## src/rtl/wq_pkg.sv

```systemverilog
package wq_pkg;

  // Hold time the bus must stay at its active level, chosen by polarity.
  function automatic int unsigned bus_hold_ticks(bit rising,
                                                 int unsigned fall_ticks,
                                                 int unsigned rise_ticks);
    return rising ? rise_ticks : fall_ticks;
  endfunction

  // Counter width large enough to hold values up to lim.
  function automatic int unsigned ctr_bits(int unsigned lim);
    return (lim < 2) ? 1 : $clog2(lim + 1);
  endfunction

  // Level that a qualifying bus edge lands on.
  function automatic logic active_level(bit rising);
    return rising ? 1'b1 : 1'b0;
  endfunction

endpackage

```

## src/rtl/wq_persist_filter.sv

```systemverilog
module wq_persist_filter
  import wq_pkg::*;
#(
  parameter int unsigned TICKS     = 10,
  parameter logic        RST_LEVEL = 1'b0
) (
  input  logic clk,
  input  logic rst_n,
  input  logic tick,
  input  logic din,
  output logic q,
  output logic rise
);
  localparam int unsigned CW = ctr_bits(TICKS);

  logic [CW-1:0] cnt;
  logic          differ;
  logic          step;
  logic          done;

  assign differ = (din != q);
  assign step   = differ && tick;
  assign done   = step && (cnt == CW'(TICKS - 1));
  assign rise   = done && din;

  always_ff @(posedge clk or negedge rst_n) begin
    if (!rst_n) begin
      q   <= RST_LEVEL;
      cnt <= '0;
    end else if (!differ) begin
      cnt <= '0;
    end else if (done) begin
      q   <= din;
      cnt <= '0;
    end else if (step) begin
      cnt <= cnt + 1'b1;
    end
  end

endmodule

```

## src/rtl/wq_bus_qual.sv

```systemverilog
module wq_bus_qual
  import wq_pkg::*;
#(
  parameter bit          RISING = 1'b0,
  parameter int unsigned HOLD   = 20
) (
  input  logic clk,
  input  logic rst_n,
  input  logic tick,
  input  logic enable,
  input  logic bus,
  output logic hit
);
  localparam logic        ACT = active_level(RISING);
  localparam int unsigned CW  = ctr_bits(HOLD);

  logic          prev;
  logic          armed;
  logic [CW-1:0] cnt;
  logic          edge_seen;
  logic          arm_now;
  logic          held;

  generate
    if (RISING) begin : g_rise
      assign edge_seen = bus & ~prev;
    end else begin : g_fall
      assign edge_seen = ~bus & prev;
    end
  endgenerate

  assign arm_now = enable && edge_seen;
  assign held    = armed && enable && (bus == ACT);
  assign hit     = held && tick && (cnt == CW'(HOLD - 1));

  always_ff @(posedge clk or negedge rst_n) begin
    if (!rst_n) begin
      prev  <= ~ACT;
      armed <= 1'b0;
      cnt   <= '0;
    end else begin
      prev <= bus;
      if (arm_now) begin
        armed <= 1'b1;
        cnt   <= '0;
      end else if (!held || hit) begin
        armed <= 1'b0;
        cnt   <= '0;
      end else if (tick) begin
        cnt <= cnt + 1'b1;
      end
    end
  end

endmodule

```

## src/rtl/wq_local_edge.sv

```systemverilog
module wq_local_edge (
  input  logic clk,
  input  logic rst_n,
  input  logic enable,
  input  logic pin,
  output logic hit
);
  logic prev;

  assign hit = enable && prev && !pin;

  always_ff @(posedge clk or negedge rst_n) begin
    if (!rst_n) prev <= 1'b1;
    else        prev <= pin;
  end

endmodule

```

## src/rtl/wake_qualifier.sv

```systemverilog
module wake_qualifier
  import wq_pkg::*;
#(
  parameter bit          BUS_WAKE_RISING     = 1'b0,
  parameter int unsigned BUS_FALL_HOLD_TICKS = 20,
  parameter int unsigned BUS_RISE_HOLD_TICKS = 70,
  parameter int unsigned CS_FILTER_TICKS     = 10
) (
  input  logic clk,
  input  logic rst_n,
  input  logic tick,
  input  logic bus_in,
  input  logic local_wake_in,
  input  logic cs_raw,
  input  logic pd_in,
  output logic cs_filt,
  output logic wake_pulse
);
  localparam int unsigned HOLD =
    bus_hold_ticks(BUS_WAKE_RISING, BUS_FALL_HOLD_TICKS, BUS_RISE_HOLD_TICKS);

  logic bus_hit;
  logic lw_hit;
  logic cs_rise;
  logic cs_rise_hit;
  logic any_req;
  logic wake_q;

  wq_persist_filter #(.TICKS(CS_FILTER_TICKS), .RST_LEVEL(1'b0)) u_cs_filt (
    .clk  (clk),
    .rst_n(rst_n),
    .tick (tick),
    .din  (cs_raw),
    .q    (cs_filt),
    .rise (cs_rise)
  );

  wq_bus_qual #(.RISING(BUS_WAKE_RISING), .HOLD(HOLD)) u_bus (
    .clk   (clk),
    .rst_n (rst_n),
    .tick  (tick),
    .enable(pd_in),
    .bus   (bus_in),
    .hit   (bus_hit)
  );

  wq_local_edge u_lw (
    .clk   (clk),
    .rst_n (rst_n),
    .enable(pd_in),
    .pin   (local_wake_in),
    .hit   (lw_hit)
  );

  assign cs_rise_hit = cs_rise && pd_in;
  assign any_req     = bus_hit || lw_hit || cs_rise_hit;

  always_ff @(posedge clk or negedge rst_n) begin
    if (!rst_n) wake_q <= 1'b0;
    else        wake_q <= any_req && !wake_q;
  end

  assign wake_pulse = wake_q;

endmodule

```

## config.mk

```make
export PLATFORM = sky130hd
export DESIGN_NAME = wake_qualifier
export DESIGN_NICKNAME = d
export VERILOG_FILES = /design/src/rtl/wq_pkg.sv /design/src/rtl/wq_persist_filter.sv /design/src/rtl/wq_bus_qual.sv /design/src/rtl/wq_local_edge.sv /design/src/rtl/wake_qualifier.sv
export SDC_FILE = /design/constraint.sdc
export NUM_CORES = 1
export LEC_CHECK = 0
export ABC_AREA = 1
export BUFFER_PORTS_ARGS = -buffer_cell sky130_fd_sc_hd__buf_2
export CORE_MARGIN = 3
export CORE_UTILIZATION = 48
export DETAILED_ROUTE_END_ITERATION = 6
export PLACE_DENSITY = 0.71
export SYNTH_ARGS = -nofsm -noshare
export SYNTH_HDL_FRONTEND = slang
export SYNTH_SLANG_ARGS = --single-unit
```

## constraint.sdc

```tcl
create_clock -name clk -period 1.09 [get_ports clk]
set_clock_uncertainty 0.05 [all_clocks]
set_input_delay 0.218 -clock clk [delete_from_list [all_inputs] [get_ports clk]]
set_output_delay 0.218 -clock clk [all_outputs]
set_load 0.01 [all_outputs]
```

**Word level (Yosys, flattened, before mapping)**

Index checks and enable logic that the tools add are counted.

- Bits in read-only memories: 0
- Bits in latches: 0
- Register bits: 14
- Memories: 0
- Output and inout bits: 2
- Bits in writable memories: 0

- Bitwise logic cells: 2
- $mul: 0
- Muxes and demuxes: 8
- Equal/unequal tests: 4
- $lt $le $gt $ge: 0
- Reduce and logical (&&, ||, !) cells: 21
- Div/mod/pow operators: 0
- Shifts and indexed selects: 0
- $add $sub $neg: 2

Operator list:

| operator | count |
|---|---|
| $mux W5 | 3 |
| $logic_and A1 B1 Y1 | 12 |
| $mux W4 | 3 |
| $add A5 B1 Y5 const B | 1 |
| $eq A5 B5 Y1 const B | 1 |
| $add A4 B1 Y4 const B | 1 |
| $eq A4 B4 Y1 const B | 1 |
| $logic_not A1 Y1 | 3 |
| $logic_or A1 B1 Y1 | 3 |
| $ne A3 B3 Y1 const B | 1 |
| $reduce_bool A3 Y1 | 1 |
| $mux W1 | 2 |
| $reduce_and A2 Y1 | 1 |
| $reduce_bool A2 Y1 | 1 |
| $and A1 B1 Y1 | 1 |
| $ne A1 B1 Y1 | 1 |
| $not A1 Y1 | 1 |

**Depth between registers and ports, before layout**

Gate-level depths: netlist of run 1.

- Depth in word-level cells: 7
- Mapped depth: 8
- Mapped depth without buffers: 8

**By module**

From an unflattened synthesis of run 1, not the netlist that was laid out.

- Cell total of the unflattened synthesis: 93
- Area total of the unflattened synthesis: 753.2 µm²

By module, submodules not included:

| module | cells each | area each (µm²) | instances | sequential area each (µm²) |
|---|---|---|---|---|
| wq_bus_qual | 41 | 347.8 | 1 | 176.4 |
| wq_persist_filter | 45 | 331.6 | 1 | 125.1 |
| wake_qualifier | 4 | 37.5 | 1 | 25.0 |
| wq_local_edge | 3 | 36.3 | 1 | 26.3 |

**Worst setup path after synthesis of run 1**

No wires, ideal clock.

- Path kind: flip-flop to flip-flop
- Start: register u_cs_filt.cnt[1]
- End: register wake_q, in the netlist wake_pulse
- Setup time: 0.072 ns
- Slack: -0.101 ns
- Period minus slack after synthesis: 1.191 ns
- Buffers on the path: 0
- Stages on the path, launching flop included: 9
- Required time: 0.968 ns
- Arrival: 1.069 ns
- Cell sequence: dfrtp_1 inv_1 ha_1 nand2_1 nor2_1 nand4_1 nor2_1 nor2_1 nor2_1

- Word-level cells in the longest chain between the ends: 6

Ends and longest elaborated chain:

| element | line | source |
|---|---|---|
| start: declaration | wq_persist_filter.sv:16 | `logic [CW-1:0] cnt;` |
| start signal: assignment | wq_persist_filter.sv:36 | `cnt <= cnt + 1'b1;` |
| $eq A4 B4 Y1 | wq_persist_filter.sv:23 | `assign done = step && (cnt == CW'(TICKS - 1));` |
| $logic_and A1 B1 Y1 | wq_persist_filter.sv:23 |  |
| $logic_and A1 B1 Y1 | wq_persist_filter.sv:24 | `assign rise = done && din;` |
| $logic_and A1 B1 Y1 | wake_qualifier.sv:55 | `assign cs_rise_hit = cs_rise && pd_in;` |
| $logic_or A1 B1 Y1 | wake_qualifier.sv:56 | `assign any_req = bus_hit \|\| lw_hit \|\| cs_rise_hit;` |
| $logic_and A1 B1 Y1 | wake_qualifier.sv:60 | `else wake_q <= any_req && !wake_q;` |
| end signal: assignment | wake_qualifier.sv:60 |  |
| end: declaration | wake_qualifier.sv:27 | `logic wake_q;` |

No other way between the ends.
A chain may end at the register's enable or synchronous reset.

**Worst setup path in the final report of run 1**

- Start: register u_bus.cnt[0]
- End: register u_bus.armed

- Word-level cells in the longest chain between the ends: 4

Ends and longest elaborated chain:

| element | line | source |
|---|---|---|
| start: declaration | wq_bus_qual.sv:19 | `logic [CW-1:0] cnt;` |
| start signal: assignment | wq_bus_qual.sv:50 | `cnt <= cnt + 1'b1;` |
| $eq A5 B5 Y1 | wq_bus_qual.sv:34 | `assign hit = held && tick && (cnt == CW'(HOLD - 1));` |
| $logic_and A1 B1 Y1 | wq_bus_qual.sv:34 |  |
| $logic_or A1 B1 Y1 | wq_bus_qual.sv:46 | `end else if (!held \|\| hit) begin` |
| $reduce_bool A2 Y1 (no source line) | n/a |  |
| end signal: assignment | wq_bus_qual.sv:39 | `armed <= 1'b0;` |
| end signal: assignment | wq_bus_qual.sv:44 | `armed <= 1'b1;` |
| end signal: assignment | wq_bus_qual.sv:47 | `armed <= 1'b0;` |
| end: declaration | wq_bus_qual.sv:18 | `logic armed;` |

No other way between the ends.

==> impl_metrics.ini, run 1 <==
[outcome]
result_of_the_run = complete, but fails checks
violations = setup timing

[place]
detailed_place.area_um2 = 858.3
hpwl_um = 1035
numPlacedInstances = 105
numPortBuffers = 8
routabilityCongestion = 0.7736

[yosys]
synthTopCellsByArea = dfrtp_1, dfstp_2, nand2_1
synth_seq_area_share_pct = 50.27
synthesis.yosys.warnings = 0
yosysUniqueCellTypes = 20
async_flop_share_pct = 100.0
synthesized_netlist_cell_count = 72
ys.flop_type = dfrtp_1
post_synth_instance_area_um2 = 701.9
synth_commonest_cells = dfrtp_1, nand2_1, nor2_1, inv_1, nand3_1
postSynthRegisterBits = 14
synth.most_common_cell = dfrtp_1
synthDominantCellAreaShare_pct = 42.78
synth_top_area_cell = dfrtp_1
synth_enable_flop_cells = 0
syn_nets = 82
synthesis.area_per_instance_um2 = 9.749

[global_route]
first_global_vias = 642
grt_overflow = 0
number_of_antenna_violations_at_the_first_check_in_global_routing = 0
grt_util_all_layers_pct = 19.25
grt_first_pass_wirelength_um = 2663
pin_count_of_the_biggest_net_entering_global_routing = 15

[power_and_ir_drop]
p_leak_nw = 0.5127
vdd_drop_max_mv = 0.9351
power.density_mw_per_mm2 = 1013

[routing]
post-route-drc-count = 0
post_drt_via_cell_ratio = 5.160
wirelength_um = 1540
dr.pass1.iters = 4
dr_total_vias = 614
ant_nets = 0
routed_wire_length_per_instance_um = 12.94
drt_iter0_drc = 8

[finish]
multi_input_area_um2 = 407.9
finalNonFillerCells = 119
regArea_um2 = 355.3
layout.filler_cells = 92
final_util_pct = 80.30
final_layout_size_suffix_gt1_share_pct = 54.81
layout.nets = 115
finished_cell_area_mm2 = 0.001071
antenna_cells = 0
areaGrowthSynthToFinish_pct = 52.59

[sta]
max-slew-margin-rel_pct = 78.38
min_period_over_period_pct = 113.7
achievable-frequency_ghz = 0.8072
rsz0062_at_grt = yes
hold_slack_ns = 0.09562
hold_viol = 0
final-max-slew-violation-count = 0
setup_viol_count_final = 13
timing_worst_slew_pin_value_ns = 0.3244
timing.final.ws_setup_ns = -0.1488
fin_crit_ns = 1.239

[clock_network]
clock_insertion_delay_worst_skew_ns = 0.28
cts_tree = yes
htreeDepth = 1
cts_inserted_buffers = 3
clock_root_cell = clkbuf_4
path_clk_slew_ns = 0.08
max_buffers_root_to_sink = 2
cts.sinks = 14

[die]
die_width_um = 44.24
starting_density_pct = 52.63
i_o_pin_total = 9
floorplan.rows = 13
core_area_mm2 = 0.001334
die_area_mm2 = 0.001957
floorplan.die.height_um = 44.24

[worst_setup_path]
crit_required_ns = 1.21
critical_path.max_fanout = 6
critPathLaunchType = flip-flop
timing.critical_path.max_delay_family = simple AND/OR/NAND/NOR gates
crit_path_max_incr_delay_ns = 0.36
worstSetupEndpointType = flip-flop
critical_path_arrival_ns = 1.36
worst-path-buf-inv = 0
path_cells = ha_2, nand2_2, nor2_4, nand3_2, nand3_4, o31ai_2
critical-path-slowest-cell = dfrtp_1
criticalPathCategory = reg2reg

[hold_path]
min_path_type = in2reg

[flow_run]
max_cap_viol_count = 0
==> final timing paths <==
path | slack (ns) | to | cells after the start | from
min in group asynchronous | 0.31 | u_cs_filt.cnt[2] | 2 | rst_n
hold / removal | 0.1 | u_bus.armed | 2 | bus_in
hold reg to reg | 0.38 | wake_pulse | 1 | wake_pulse
setup reg to reg | -0.15 | u_bus.armed | 6 | u_bus.cnt[0]
max in group asynchronous | 0.39 | u_bus.prev | 2 | rst_n
setup / recovery | -0.15 | u_bus.armed | 6 | u_bus.cnt[0]
==> registers in the layout (all words and copies together), names as in the netlist <==
| register | cells |
|---|---|
| u_cs_filt.cnt | 4 |
| u_bus.armed | 1 |
| u_bus.prev | 1 |
| u_cs_filt.q | 1 |
| u_lw.prev | 1 |
| wake_pulse | 1 |
| u_bus.cnt | 5 |
==> cell type report <==
cell class,count,area share (%)
multi-input cells,49,38.08
flip-flops and latches,14,33.18
repair buffers,29,20.79
clock buffers,4,3.388
inverters,8,2.804
well taps,15,1.752
==> metrics by stage <==
step / setup slack, ns / power [mW] / TNS (ns)
after floorplan: -0.06427 / 0.6207 / -0.3712
after global placement: -0.1561 / 0.6780 / -1.115
after detailed placement: -0.1985 / 0.6852 / -1.578
after CTS: -0.1693 / 1.081 / -1.509
after global routing: -0.2473 / 1.144 / -2.317
final: -0.1488 / 1.085 / -1.240
==> worst reg2reg max path, stage by stage (launching register included) <==
cell and delay [ns]:
dfrtp_1 0.36, ha_2 0.20, nand2_2 0.08, nor2_4 0.10
nand3_2 0.12, nand3_4 0.14, o31ai_2 0.08
==> report_power, final <==
group          internal, mW  switching (mW)  total [mW]
sequential            0.538          0.0125       0.551
combinational        0.0867          0.0791       0.166
clock                 0.203           0.165       0.368
==> per-layer routing <==
metal / up-vias / part of all wire, % / global-route usage (%)
li1: 302 / - / -
met1: 281 / 41 / 22.22
met2: 25 / 50 / 31.10
met3: 6 / 6.5 / 6.098
met4: 0 / 3.0 / 11.45
met5: - / 0 / 0
==> layout by cell type (no fill, tap or decap), drive strengths merged <==
| cell type | n |
|---|---|
| buf | 26 |
| dfrtp | 12 |
| nand2 | 11 |
| nor2 | 10 |
| inv | 8 |
| nand3 | 8 |
| o21ai | 4 |
| xor2 | 4 |
| clkbuf | 4 |
| dlygate4sd3 | 3 |
| ha | 3 |
| nand4 | 2 |
| a21oi | 2 |
| dfstp | 2 |
| nand3b | 1 |
| o22ai | 1 |
| o31ai | 1 |
| xnor2 | 1 |
| nor3 | 1 |
==> cell families (layout without fill, tap and decap cells) <==
family,Yosys count,after routing,synth area share (%)
simple gates,33,33,22.99
flops,14,14,50.27
buf+inv,9,41,5.348
compound gates,8,8,8.735
xor+xnor,5,5,7.310
fa+ha+maj,3,3,5.348
==> timing repair <==
item	CTS	global route
endpoints found under the setup margin	13	14
hold buffers	2	1
gates cloned	0	0
resized for setup	14	6
pin swaps	8	6
buffers inserted	5	3
hold endpoints to repair	13	1
Power figures use the tool's default switching activity.
==> run 2, diff against run 1 <==
--- a/config.mk
+++ b/config.mk
@@ -6,11 +6,11 @@
 export NUM_CORES = 1
 export LEC_CHECK = 0
 export ABC_AREA = 1
-export BUFFER_PORTS_ARGS = -buffer_cell sky130_fd_sc_hd__buf_2
+export BUFFER_PORTS_ARGS = -buffer_cell sky130_fd_sc_hd__buf_4
 export CORE_MARGIN = 3
-export CORE_UTILIZATION = 48
+export CORE_UTILIZATION = 50
 export DETAILED_ROUTE_END_ITERATION = 6
-export PLACE_DENSITY = 0.71
+export PLACE_DENSITY = 0.7
 export SYNTH_ARGS = -nofsm -noshare
 export SYNTH_HDL_FRONTEND = slang
 export SYNTH_SLANG_ARGS = --single-unit
==> constraint.sdc (replaced) <==
create_clock -name clk -period 1.5 [get_ports clk]
set_clock_uncertainty 0.05 [all_clocks]
set_input_delay 0.3 -clock clk [delete_from_list [all_inputs] [get_ports clk]]
set_output_delay 0.3 -clock clk [all_outputs]
set_load 0.01 [all_outputs]
==> run 2 against run 1 <==
Net effect:
- the run now ends clean
- final area down 24%
- hold slack gained 0.0018 ns
- total power fell by 37%
- count of clock-buffer cells in the layout stayed put
- die area down 3.5%
- final cell count fell by 18%
- maximum frequency down 5.3%
- highest routed layer unchanged
==> impl_metrics.ini, run 2 (same netlist as run 1, synthesis figures left out) <==
[sta]
fin_crit_ns = 1.308
min_period_over_period_pct = 87.23
hold_viol = 0
max-slew-margin-rel_pct = 77.52
final-max-slew-violation-count = 0
final.setup.tns_ns = 0
setup_viol_count_final = 0
achievable-frequency_ghz = 0.7643
rsz0062_at_grt = no
timing_worst_slew_pin_value_ns = 0.3368

[outcome]
result_of_the_run = finished clean

[finish]
layout.nets = 95
largest_register_ff_count = 5
areaGrowthSynthToFinish_pct = 15.51
finished_cell_area_um2 = 810.8
finalNonFillerCells = 98
layout_commonest_cell = dfrtp_1
final_cell_mix = dfrtp_1, nand2_1, nor2_1
final_layout_size_suffix_gt1_share_pct = 25.00
largestRegisters = u_bus.cnt x5, u_cs_filt.cnt x4
antenna_cells = 0
regArea_um2 = 352.8
register_containing_the_most_flip_flops_in_the_final_layout = u_bus.cnt
multi_input_area_um2 = 314.1
final_util_pct = 67.50
layout.filler_cells = 100

[die]
core_area_mm2 = 0.001201
die_width_um = 43.47
floorplan.die.height_um = 43.47
die_area_mm2 = 0.001889
i_o_pin_total = 9
floorplan.rows = 12
starting_density_pct = 58.44

[worst_setup_path]
critical_path.max_fanout = 6
critical-path-slowest-cell = dfrtp_1
crit_path_max_incr_delay_ns = 0.39
path_cells = ha_1, nand2_1, nor2_1, nand3_1, nand3_2, o31ai_1
critPathLaunchType = flip-flop
criticalPathCategory = reg2reg
critical_path_arrival_ns = 1.40
crit_required_ns = 1.60
worstSetupEndpointType = flip-flop
rrSetupSlack_ns = 0.19
worstRegToRegCells = 6

[power_and_ir_drop]
power.density_mw_per_mm2 = 839.3
clock_power_share_pct = 31.3
power_switching_share_pct = 23.15
internal_power_mw = 0.5230
seq_power_share_pct = 58.7
p_sw_mw = 0.1575
p_leak_nw = 0.3930
power_frac_comb_pct = 10.0
vdd_drop_max_mv = 0.5018

[routing]
dr.pass1.iters = 4
post_drt_via_cell_ratio = 5.092
drt_iter0_drc = 7
routed_wire_length_per_instance_um = 11.60
ant_nets = 0
dr_total_vias = 499
post-route-drc-count = 0
wirelength_um = 1137

[clock_network]
clock_root_cell = clkbuf_4
postCtsSetupRepairBufs = 0
max_buffers_root_to_sink = 2
path_clk_slew_ns = 0.08
htreeDepth = 1
cts.sinks = 14
clock_insertion_delay_worst_skew_ns = 0.27
cts_inserted_buffers = 3
cts_tree = yes

[place]
hpwl_um = 839.5
detailed_place.area_um2 = 772.0
numPlacedInstances = 93
routabilityCongestion = 0.7485
numPortBuffers = 8

[flow_run]
max_cap_viol_count = 0

[global_route]
first_global_vias = 508
grt_util_all_layers_pct = 15.05
grt_overflow = 0
number_of_antenna_violations_at_the_first_check_in_global_routing = 0
grt_first_pass_wirelength_um = 2104
pin_count_of_the_biggest_net_entering_global_routing = 15

[hold_path]
min_delay_path_depth = 1
min_path_type = in2reg
run 2: per-stage QoR:
stage	power, mW	setup WS [ns]	hold WS [ns]
3_5_place_dp	0.4733	0.1860	0.1111
3_3_place_gp	0.4730	0.2192	0.1074
4_1_cts	0.6954	0.1652	0.08430
2_1_floorplan	0.4435	0.3089	-0.04559
6_report	0.6805	0.1916	0.09746
5_1_grt	0.7187	0.04362	0.08674
run 2: metal layers:
metal,global-route usage [%],up-vias,part of all wire (%)
li1,-,259,-
met1,21.07,225,48
met2,23.60,13,46
met3,2.490,2,5.0
met4,5.422,0,0.79
met5,0,-,0
run 2: area by class of cell:
class,instances,share of cell area [%]
flip-flops and latches,14,43.52
repair buffers,9,8.642
multi-input cells,49,38.73
clock buffers,4,3.241
well taps,14,2.160
inverters,8,3.704
run 2: worst max-delay path, delay by kind of cell, from the launching register on:
kind | cells | cell delay [ns]
AO/OA/AOI/OAI | 1 | 0.10
AND/OR/NAND/NOR | 4 | 0.47
flip-flops | 1 | 0.39
adder cells (fa/ha/maj) | 1 | 0.17
run 2: power by group through the flow:
stage / clock network, mW / registers (mW) / logic, mW
after CTS: 0.227 / 0.399 / 0.0693
after global placement: 0 / 0.406 / 0.0667
final: 0.213 / 0.399 / 0.0681
after floorplan: 0 / 0.406 / 0.0374
after global routing: 0.238 / 0.402 / 0.0785
after detailed placement: 0 / 0.407 / 0.0666
run 2: worst paths after layout:
kind                                from                to
max                         u_bus.cnt[1]       u_bus.armed
min                        local_wake_in         u_lw.prev
max reg2reg                 u_bus.cnt[1]       u_bus.armed
min reg2reg                   wake_pulse        wake_pulse
max in group asynchronous          rst_n        u_bus.prev
min in group asynchronous          rst_n  u_cs_filt.cnt[2]
run 2: what timing repair did:
item	in CTS	in global routing
hold buffers	1	0
resized for setup	0	1
endpoints found under the setup margin	0	1
hold endpoints to repair	12	0
